File: src/rtl/nb_pkg.sv
package nb_pkg;
   localparam int DWORD_BYTES = 4;

   typedef logic [1:0] bsel_t;

   // Host byte position inside a dword -> dword byte index.
   function automatic bsel_t host_to_dword_byte(input int unsigned host_byte, input logic big);
      bsel_t pos;
      pos = bsel_t'(host_byte);
      return big ? bsel_t'(2'd3 - pos) : pos;
   endfunction
endpackage

File: src/rtl/nb_lane_map.sv
module nb_lane_map #(
   parameter int LANES  = 2,
   parameter int PART_W = 1
) (
   input  logic [PART_W-1:0]       part,
   input  logic                    big,
   output logic [LANES-1:0][1:0]   sel
);
   import nb_pkg::*;

   for (genvar j = 0; j < LANES; j++) begin : g_lane
      assign sel[j] = host_to_dword_byte(int'(part) * LANES + j, big);
   end
endmodule

File: src/rtl/nb_wr_gather.sv
module nb_wr_gather #(
   parameter int LANES = 2,
   parameter int TAG_W = 6
) (
   input  logic                  clk,
   input  logic                  rst_n,
   input  logic                  hit,
   input  logic                  is_wr,
   input  logic                  is_last,
   input  logic [TAG_W-1:0]      tag,
   input  logic [LANES-1:0][1:0] sel,
   input  logic [LANES*8-1:0]    wdata,
   input  logic [LANES-1:0]      be,
   output logic                  reg_wr_en,
   output logic [TAG_W-1:0]      reg_waddr,
   output logic [31:0]           reg_wdata,
   output logic [3:0]            reg_wmask
);
   logic [31:0]      buf_data;
   logic [3:0]       buf_mask;
   logic [TAG_W-1:0] buf_tag;
   logic             same_dw;
   logic [31:0]      mrg_data;
   logic [3:0]       mrg_mask;

   assign same_dw = (buf_tag == tag);

   always_comb begin
      mrg_data = same_dw ? buf_data : '0;
      mrg_mask = same_dw ? buf_mask : '0;
      for (int j = 0; j < LANES; j++) begin
         if (be[j]) begin
            mrg_data[{sel[j], 3'b000} +: 8] = wdata[j*8 +: 8];
            mrg_mask[sel[j]] = 1'b1;
         end
      end
   end

   always_ff @(posedge clk) begin
      if (!rst_n) begin
         buf_data  <= '0;
         buf_mask  <= '0;
         buf_tag   <= '0;
         reg_wr_en <= 1'b0;
         reg_waddr <= '0;
         reg_wdata <= '0;
         reg_wmask <= '0;
      end else begin
         reg_wr_en <= 1'b0;
         if (hit && is_wr) begin
            buf_tag <= tag;
            if (is_last) begin
               if (mrg_mask != '0) begin
                  reg_wr_en <= 1'b1;
                  reg_waddr <= tag;
                  reg_wdata <= mrg_data;
                  reg_wmask <= mrg_mask;
               end
               buf_data <= '0;
               buf_mask <= '0;
            end else begin
               buf_data <= mrg_data;
               buf_mask <= mrg_mask;
            end
         end else if (hit && !same_dw) begin
            buf_data <= '0;
            buf_mask <= '0;
         end
      end
   end
endmodule

File: src/rtl/nb_rd_hold.sv
module nb_rd_hold #(
   parameter int LANES = 2,
   parameter int TAG_W = 6
) (
   input  logic                  clk,
   input  logic                  rst_n,
   input  logic                  hit,
   input  logic                  is_wr,
   input  logic                  is_first,
   input  logic [TAG_W-1:0]      tag,
   input  logic [LANES-1:0][1:0] sel,
   input  logic [31:0]           reg_rdata,
   output logic                  reg_rd_en,
   output logic                  rd_valid,
   output logic [LANES*8-1:0]    rd_data
);
   logic [31:0]        hold_data;
   logic [TAG_W-1:0]   hold_tag;
   logic               hold_ok;
   logic               is_rd;
   logic               fetch;
   logic [31:0]        src;
   logic [LANES*8-1:0] lane_d;

   assign is_rd = hit && !is_wr;
   assign fetch = is_rd && (is_first || !hold_ok || (hold_tag != tag));
   assign src   = fetch ? reg_rdata : hold_data;
   assign reg_rd_en = fetch;

   always_comb begin
      for (int j = 0; j < LANES; j++) begin
         lane_d[j*8 +: 8] = src[{sel[j], 3'b000} +: 8];
      end
   end

   always_ff @(posedge clk) begin
      if (!rst_n) begin
         hold_data <= '0;
         hold_tag  <= '0;
         hold_ok   <= 1'b0;
         rd_valid  <= 1'b0;
         rd_data   <= '0;
      end else begin
         rd_valid <= is_rd;
         if (is_rd) rd_data <= lane_d;
         if (fetch) begin
            hold_data <= reg_rdata;
            hold_tag  <= tag;
            hold_ok   <= 1'b1;
         end else if (hit && is_wr) begin
            hold_ok <= 1'b0;
         end
      end
   end
endmodule

File: src/rtl/narrow_dword_bridge.sv
module narrow_dword_bridge #(
   parameter int HOST_W = 16,
   parameter int ADDR_W = 8
) (
   input  logic                clk,
   input  logic                rst_n,
   input  logic                acc_valid,
   input  logic                acc_write,
   input  logic [ADDR_W-1:0]   acc_addr,
   input  logic [HOST_W-1:0]   acc_wdata,
   input  logic [HOST_W/8-1:0] acc_be,
   input  logic                acc_big,
   output logic                rd_valid,
   output logic [HOST_W-1:0]   rd_data,
   output logic                reg_rd_en,
   output logic [ADDR_W-3:0]   reg_raddr,
   input  logic [31:0]         reg_rdata,
   output logic                reg_wr_en,
   output logic [ADDR_W-3:0]   reg_waddr,
   output logic [31:0]         reg_wdata,
   output logic [3:0]          reg_wmask
);
   localparam int LANES    = HOST_W / 8;
   localparam int PARTS    = nb_pkg::DWORD_BYTES / LANES;
   localparam int PART_W   = (PARTS > 1) ? $clog2(PARTS) : 1;
   localparam int TAG_W    = ADDR_W - 2;

   if (HOST_W != 8 && HOST_W != 16) begin : g_bad_host_w
      $error("narrow_dword_bridge: HOST_W must be 8 or 16");
   end
   if (ADDR_W < 3) begin : g_bad_addr_w
      $error("narrow_dword_bridge: ADDR_W must be at least 3");
   end

   logic [PART_W-1:0]      part;
   logic [TAG_W-1:0]       tag;
   logic                   is_first;
   logic                   is_last;
   logic [LANES-1:0][1:0]  sel;

   if (LANES == 1) begin : g_byte_bus
      assign part = acc_addr[1:0];
   end else begin : g_half_bus
      logic unused_addr_lsb;
      assign part = acc_addr[1];
      assign unused_addr_lsb = acc_addr[0];
   end

   assign tag       = acc_addr[ADDR_W-1:2];
   assign is_first  = (part == '0);
   assign is_last   = (part == PART_W'(PARTS - 1));
   assign reg_raddr = tag;

   nb_lane_map #(.LANES(LANES), .PART_W(PART_W)) u_map (
      .part (part),
      .big  (acc_big),
      .sel  (sel)
   );

   nb_wr_gather #(.LANES(LANES), .TAG_W(TAG_W)) u_gather (
      .clk       (clk),
      .rst_n     (rst_n),
      .hit       (acc_valid),
      .is_wr     (acc_write),
      .is_last   (is_last),
      .tag       (tag),
      .sel       (sel),
      .wdata     (acc_wdata),
      .be        (acc_be),
      .reg_wr_en (reg_wr_en),
      .reg_waddr (reg_waddr),
      .reg_wdata (reg_wdata),
      .reg_wmask (reg_wmask)
   );

   nb_rd_hold #(.LANES(LANES), .TAG_W(TAG_W)) u_hold (
      .clk       (clk),
      .rst_n     (rst_n),
      .hit       (acc_valid),
      .is_wr     (acc_write),
      .is_first  (is_first),
      .tag       (tag),
      .sel       (sel),
      .reg_rdata (reg_rdata),
      .reg_rd_en (reg_rd_en),
      .rd_valid  (rd_valid),
      .rd_data   (rd_data)
   );
endmodule

File: config.mk
export PLATFORM = sky130hd
export DESIGN_NAME = narrow_dword_bridge
export DESIGN_NICKNAME = d
export VERILOG_FILES = /design/src/rtl/nb_pkg.sv /design/src/rtl/nb_lane_map.sv /design/src/rtl/nb_wr_gather.sv /design/src/rtl/nb_rd_hold.sv /design/src/rtl/narrow_dword_bridge.sv
export SDC_FILE = /design/constraint.sdc
export NUM_CORES = 1
export LEC_CHECK = 0
export BUFFER_PORTS_ARGS = -buffer_cell sky130_fd_sc_hd__buf_2
export CAP_MARGIN = 20
export CORE_MARGIN = 3
export CORE_UTILIZATION = 50
export CTS_CLUSTER_SIZE = 8
export DETAILED_ROUTE_END_ITERATION = 6
export GPL_ROUTABILITY_DRIVEN = 0
export PLACE_DENSITY = 0.81
export SETUP_SLACK_MARGIN = 0.15
export SLEW_MARGIN = 20
export SYNTH_ARGS = -nofsm -noshare
export SYNTH_HDL_FRONTEND = slang
export SYNTH_SLANG_ARGS = --single-unit
File: constraint.sdc
create_clock -name clk -period 2.7 [get_ports clk]
set_clock_uncertainty 0.15 [all_clocks]
set_input_delay 0.54 -clock clk [delete_from_list [all_inputs] [get_ports clk]]
set_output_delay 0.54 -clock clk [all_outputs]
set_load 0.05 [all_outputs]
Word-level counts from Yosys, hierarchy flattened:

Cells that the tools add are included.

* flip-flop bits (word level): 141
* output and inout bits: 67

* add/subtract/negate cells: 5
* magnitude comparators: 4
* equal/unequal tests: 2
* shift-type cells: 6
* multiplexer cells: 24
* bitwise operators: 3
* reductions and logical operators: 16

Operators with widths (number)
* 2-to-1 mux 32 bit: 7
* bitwise mux 32 bit: 2
* variable shift 8 x 7 -> 32 bit (first input constant): 2
* variable part select 32 x 6 -> 8 bit: 2
* variable part select 8 x 7 -> 32 bit: 2
* 2-to-1 mux 4 bit: 6
* negation 5 -> 7 bit: 2
* OR 4 bit: 2
* == test 6 bit: 1
* logical AND 1 bit: 6
* less-than comparator 2 x 3 -> 1 bit (second input constant): 2
* inequality test 6 bit: 1
* AND reduction 3 bit: 2
* 2-to-1 mux 1 bit: 5
* demux 1 bit (select 2 bit): 2
* greater-or-equal comparator 2 x 1 -> 1 bit (second input constant): 2
* 2-to-1 mux 2 bit: 2
* nonzero test 2 bit: 2
* nonzero test 4 bit: 1
* subtractor 2 bit (first input constant): 2
* logical NOT 1 bit: 3
* adder 2 x 1 -> 2 bit (second input constant): 1
* logical OR 1 bit: 2
* inverter 1 bit: 1

Logic depth before layout (Yosys ltp):

* depth in word-level cells: 12
* gate-level depth with buffers: 10
* mapped depth without buffers: 8

Hierarchy:

Synthesis repeated with hierarchy kept, for this count alone.

* cell total of the unflattened synthesis: 775
* area total of the unflattened synthesis: 7330.8 um^2

Modules (own cells, without submodules)
* nb_wr_gather: instances 1, cells each 459, area an instance 4312.9 um^2
* nb_rd_hold: instances 1, cells each 305, area an instance 2941.6 um^2
* narrow_dword_bridge: instances 1, cells each 7, area an instance 48.8 um^2
* nb_lane_map: instances 1, cells each 4, area an instance 27.5 um^2

Worst setup path after synthesis:

Ideal clock, no wire load.

* path type: input port to flip-flop
* from: in acc_big
* to: reg u_hold.rd_data[7]
* library setup time: 0.128 ns
* arrival: 2.378 ns
* slack: 0.045 ns
* cell stages on the path: 9
* cells stage by stage: buf_2 -> inv_2 -> ha_1 -> buf_2 -> clkbuf_1 -> clkbuf_1 -> nor2_1 -> a221oi_1 -> a21oi_1

* longest elaborated chain between the ends: 2

Ends and longest elaborated chain
* start: declaration: RTL line narrow_dword_bridge.sv:12 `input logic acc_big,`
* 2-to-1 mux 2 bit: RTL line nb_pkg.sv:10 `return big ? bsel_t'(2'd3 - pos) : pos;`
* variable part select 32 x 6 -> 8 bit: RTL line nb_rd_hold.sv:32 `lane_d[j*8 +: 8] = src[{sel[j], 3'b000} +: 8];`
* end signal: assignment: RTL line nb_rd_hold.sv:45 `if (is_rd) rd_data <= lane_d;`
* end: declaration: RTL line nb_rd_hold.sv:15 `output logic [LANES*8-1:0] rd_data`

No other way between the ends.
A chain may end at the register's enable or synchronous reset.

Final worst setup path:

* from: reg u_hold.hold_tag[5]
* to: out reg_rd_en

* longest elaborated chain between the ends: 3

Ends and longest elaborated chain
* start: declaration: RTL line nb_rd_hold.sv:18 `logic [TAG_W-1:0] hold_tag;`
* start signal: assignment: RTL line nb_rd_hold.sv:48 `hold_tag <= tag;`
* inequality test 6 bit: RTL line nb_rd_hold.sv:26 `assign fetch = is_rd && (is_first || !hold_ok || (hold_tag != tag));`
* logical OR 1 bit: RTL line nb_rd_hold.sv:26
* logical AND 1 bit: RTL line nb_rd_hold.sv:26
* end: declaration: RTL line narrow_dword_bridge.sv:15 `output logic reg_rd_en,`

No other way between the ends.

==> results.cfg <==
[run_status]
outcome = finished clean

[global_routing]
grt_first_pass_wirelength_um = 28200
track_usage_pct = 23.9
grt_pass1_vias = 5733
grt_overflow_total = 0
grt_antenna_before_repair = 1
grt_max_degree = 61

[synth]
synth_top_cell_by_area = dfxtp_1
synth.area.top_cells = dfxtp_1, nor2b_1, mux4_2, nand2_1, a22o_1
netlist_area_um2 = 6700
ys_seq_area_share_pct = 42.1
yosys_register_bits = 141
yosysMostFrequentCell = dfxtp_1
avgSynthCellArea_um2 = 9.59
synth_commonest_cells = dfxtp_1, nand2_1, nor2b_1
dominantRegCellSynth = dfxtp_1
syn-instance-count = 699
async_flop_share_pct = 0
yosys_warnings = 0
synth_edf_count = 0
ys_types = 52
syn_nets = 770
synth.top_cell.area_share_pct = 42.1

[place]
dp_hpwl_um = 12200
pre_cts_ws_ns = -0.103
port_buffers = 128

[floorplanning]
io_pins = 130
core_area_um2 = 12900
rows = 41
dieHeight_um = 122
initial_core_util_pct = 52.1
die_w_um = 122
die_area_um2 = 14800

[detailed_routing]
vias_per_cell = 5.80
top_layer_used = met5
dr.pass1.iters = 6
routedWlPerCell_um = 17.0
drc = 0
wl_met2_um = 8820
ant_nets = 0
drt_iter0_markers = 483
drt-met1-wl_um = 7110
wl_met3_um = 1230
drt-total-wl_um = 17400
vias = 5936

[timing]
timing.final.crit_share_pct = 92.0
fmax_mhz = 403
tns_ns = 0
worst_pin_slew_ns = 0.934
setup_viol = 0
timing.final.ws_setup_ns = 0.216
final.min_clock_period_ns = 2.48
rsz0062_at_grt = yes
finalMaxSlewViolations = 0
final_hold_viol_count = 0
slew-limit-headroom_pct = 37.6

[worst_hold_path]
holdPathStages = 3
min_path_type = in2reg

[worst_setup_path]
cp_max_fo = 10
path_cells = xor2_1, nor4_2, buf_4, a21oi_4, buf_12, buf_2
cp.required_ns = 2.01
cp.depth = 6
critPathCaptureType = output pin
critical_path.max_stage_delay_ns = 0.35
r2r_cells = 9
crit_buf_inv = 3
start_kind = register
cp_slowest_cell = dfxtp_1
path_delay_family = buffers and inverters
arrival_ns = 1.79
critPathKind = reg2out

[cts]
clk_path_buf_depth = 2
cts-root-buf = clkbuf_16
clk_latency_ns = 0.42
cts_buffers = 17
cts_tree = built
path_clk_slew_ns = 0.06
cts.sinks = 141
htreeDepth = 4

[power]
p_sw_mw = 1.43
leakagePower_nw = 3.71
p_int_mw = 3.89
p_seq_share_pct = 41.5
ir_drop_v = 0.000463
power.density_nw_per_um2 = 635
power.share.switching_pct = 26.8
combPwrFrac_pct = 15.2
p_clk_share_pct = 43.3

[job]
drv_cap = 0

[cells_and_area]
drive_gt1_share_pct = 27.7
multi_input_area_um2 = 3640
antenna_cells = 0
finalNetCount = 910
nFillCells = 1001
seq_area_um2 = 2820
syn_to_final_growth_pct = 24.9
[cells by family after synthesis]
kind of cell	count (synthesis)	synth area share, %
xor gates and xnor gates	12	1.57
AOI/OAI and AO/OA	223	25.1
DFF	141	42.1
and+or+nand+nor	207	15.4
adders and majority gates	8	1.49
buffers and inverters	58	3.94
muxes	50	10.3
[metrics by stage]
stage	std cells	hold WS, ns	utilization [%]	power [mW]	instance area, um^2
after detailed placement	991	0.296	60.3	3.05	7770
after CTS	1024	0.223	64.9	5.36	8360
after global placement	991	0.290	60.3	3.03	7770
after floorplan	699	0.293	-	2.79	6710
after global routing	1024	0.227	65.0	5.52	8370
final	1024	0.238	65.0	5.32	8370
[state kept, by name, indices dropped and copies added (netlist names), 6 cells and up]
signal / cells
u_gather.reg_wdata: 32
u_gather.reg_waddr: 6
u_hold.hold_data: 32
u_gather.buf_data: 32
u_gather.buf_tag: 6
u_hold.hold_tag: 6
u_hold.rd_data: 16
[tightest hold or removal path, delay by kind of cell]
kind | cells | cell delay, ns
and+or+nand+nor | 1 | 0.09
buffers and inverters | 1 | 0.08
muxes | 1 | 0.06
[metal layers]
metal	track usage [%]	vias to the layer above
li1	-	2827
met1	29.0	2834
met2	40.8	244
met3	6.59	29
met4	8.75	2
met5	0	-
[final timing paths]
kind	startpoint	end	slack (ns)
worst max-delay path	u_hold.hold_tag[5]	reg_rd_en	0.22
worst min-delay path	reg_rdata[17]	u_hold.hold_data[17]	0.24
worst max register to register	u_hold.hold_tag[4]	u_hold.rd_data[4]	0.35
worst min register to register	u_gather.reg_waddr[3]	u_gather.reg_waddr[3]	0.30
[area by class of cell]
type / instances / area share [%]
tap: 172 / 2.57
inverter: 3 / 0.135
multi-input combinational: 500 / 43.5
timing repair buffer: 176 / 13.0
sequential: 141 / 33.7
clock inverter: 10 / 1.35
clock buffer: 22 / 5.66
[cell usage in the layout, fill, tap and decap left out, types with 7 or more instances in the layout]
cell and instances:
ha_1 8, o22ai_1 8, dfxtp_1 141, o211a_1 28
o21ai_1 18, nand2_1 90, and2_1 9, o21ai_0 17
clkbuf_16 17, buf_4 42, o21ba_1 8, a21oi_1 35
a21boi_0 12, nor2b_1 59, a22oi_1 36, buf_12 7
a22o_1 36, mux4_2 15, mux2i_1 31, nor3_1 9
buf_2 127, nor2_1 19
[power by group through the flow]
stage	Clock, mW	Combinational (mW)	Sequential (mW)
finish	2.30	0.811	2.21
floorplan	0	0.385	2.40
global placement	0	0.787	2.25
detailed placement	0	0.800	2.25
CTS	2.35	0.807	2.21
global route	2.44	0.868	2.21
[what timing repair did]
| item | CTS | global route |
|---|---|---|
| gates resized for setup | 0 | 2 |
| buffers inserted | 1 | 0 |
| pin swaps | 1 | 0 |
| setup endpoints to repair | 1 | 4 |
| hold buffers | 0 | 0 |
Note: power is estimated with default switching activity, not from simulation.
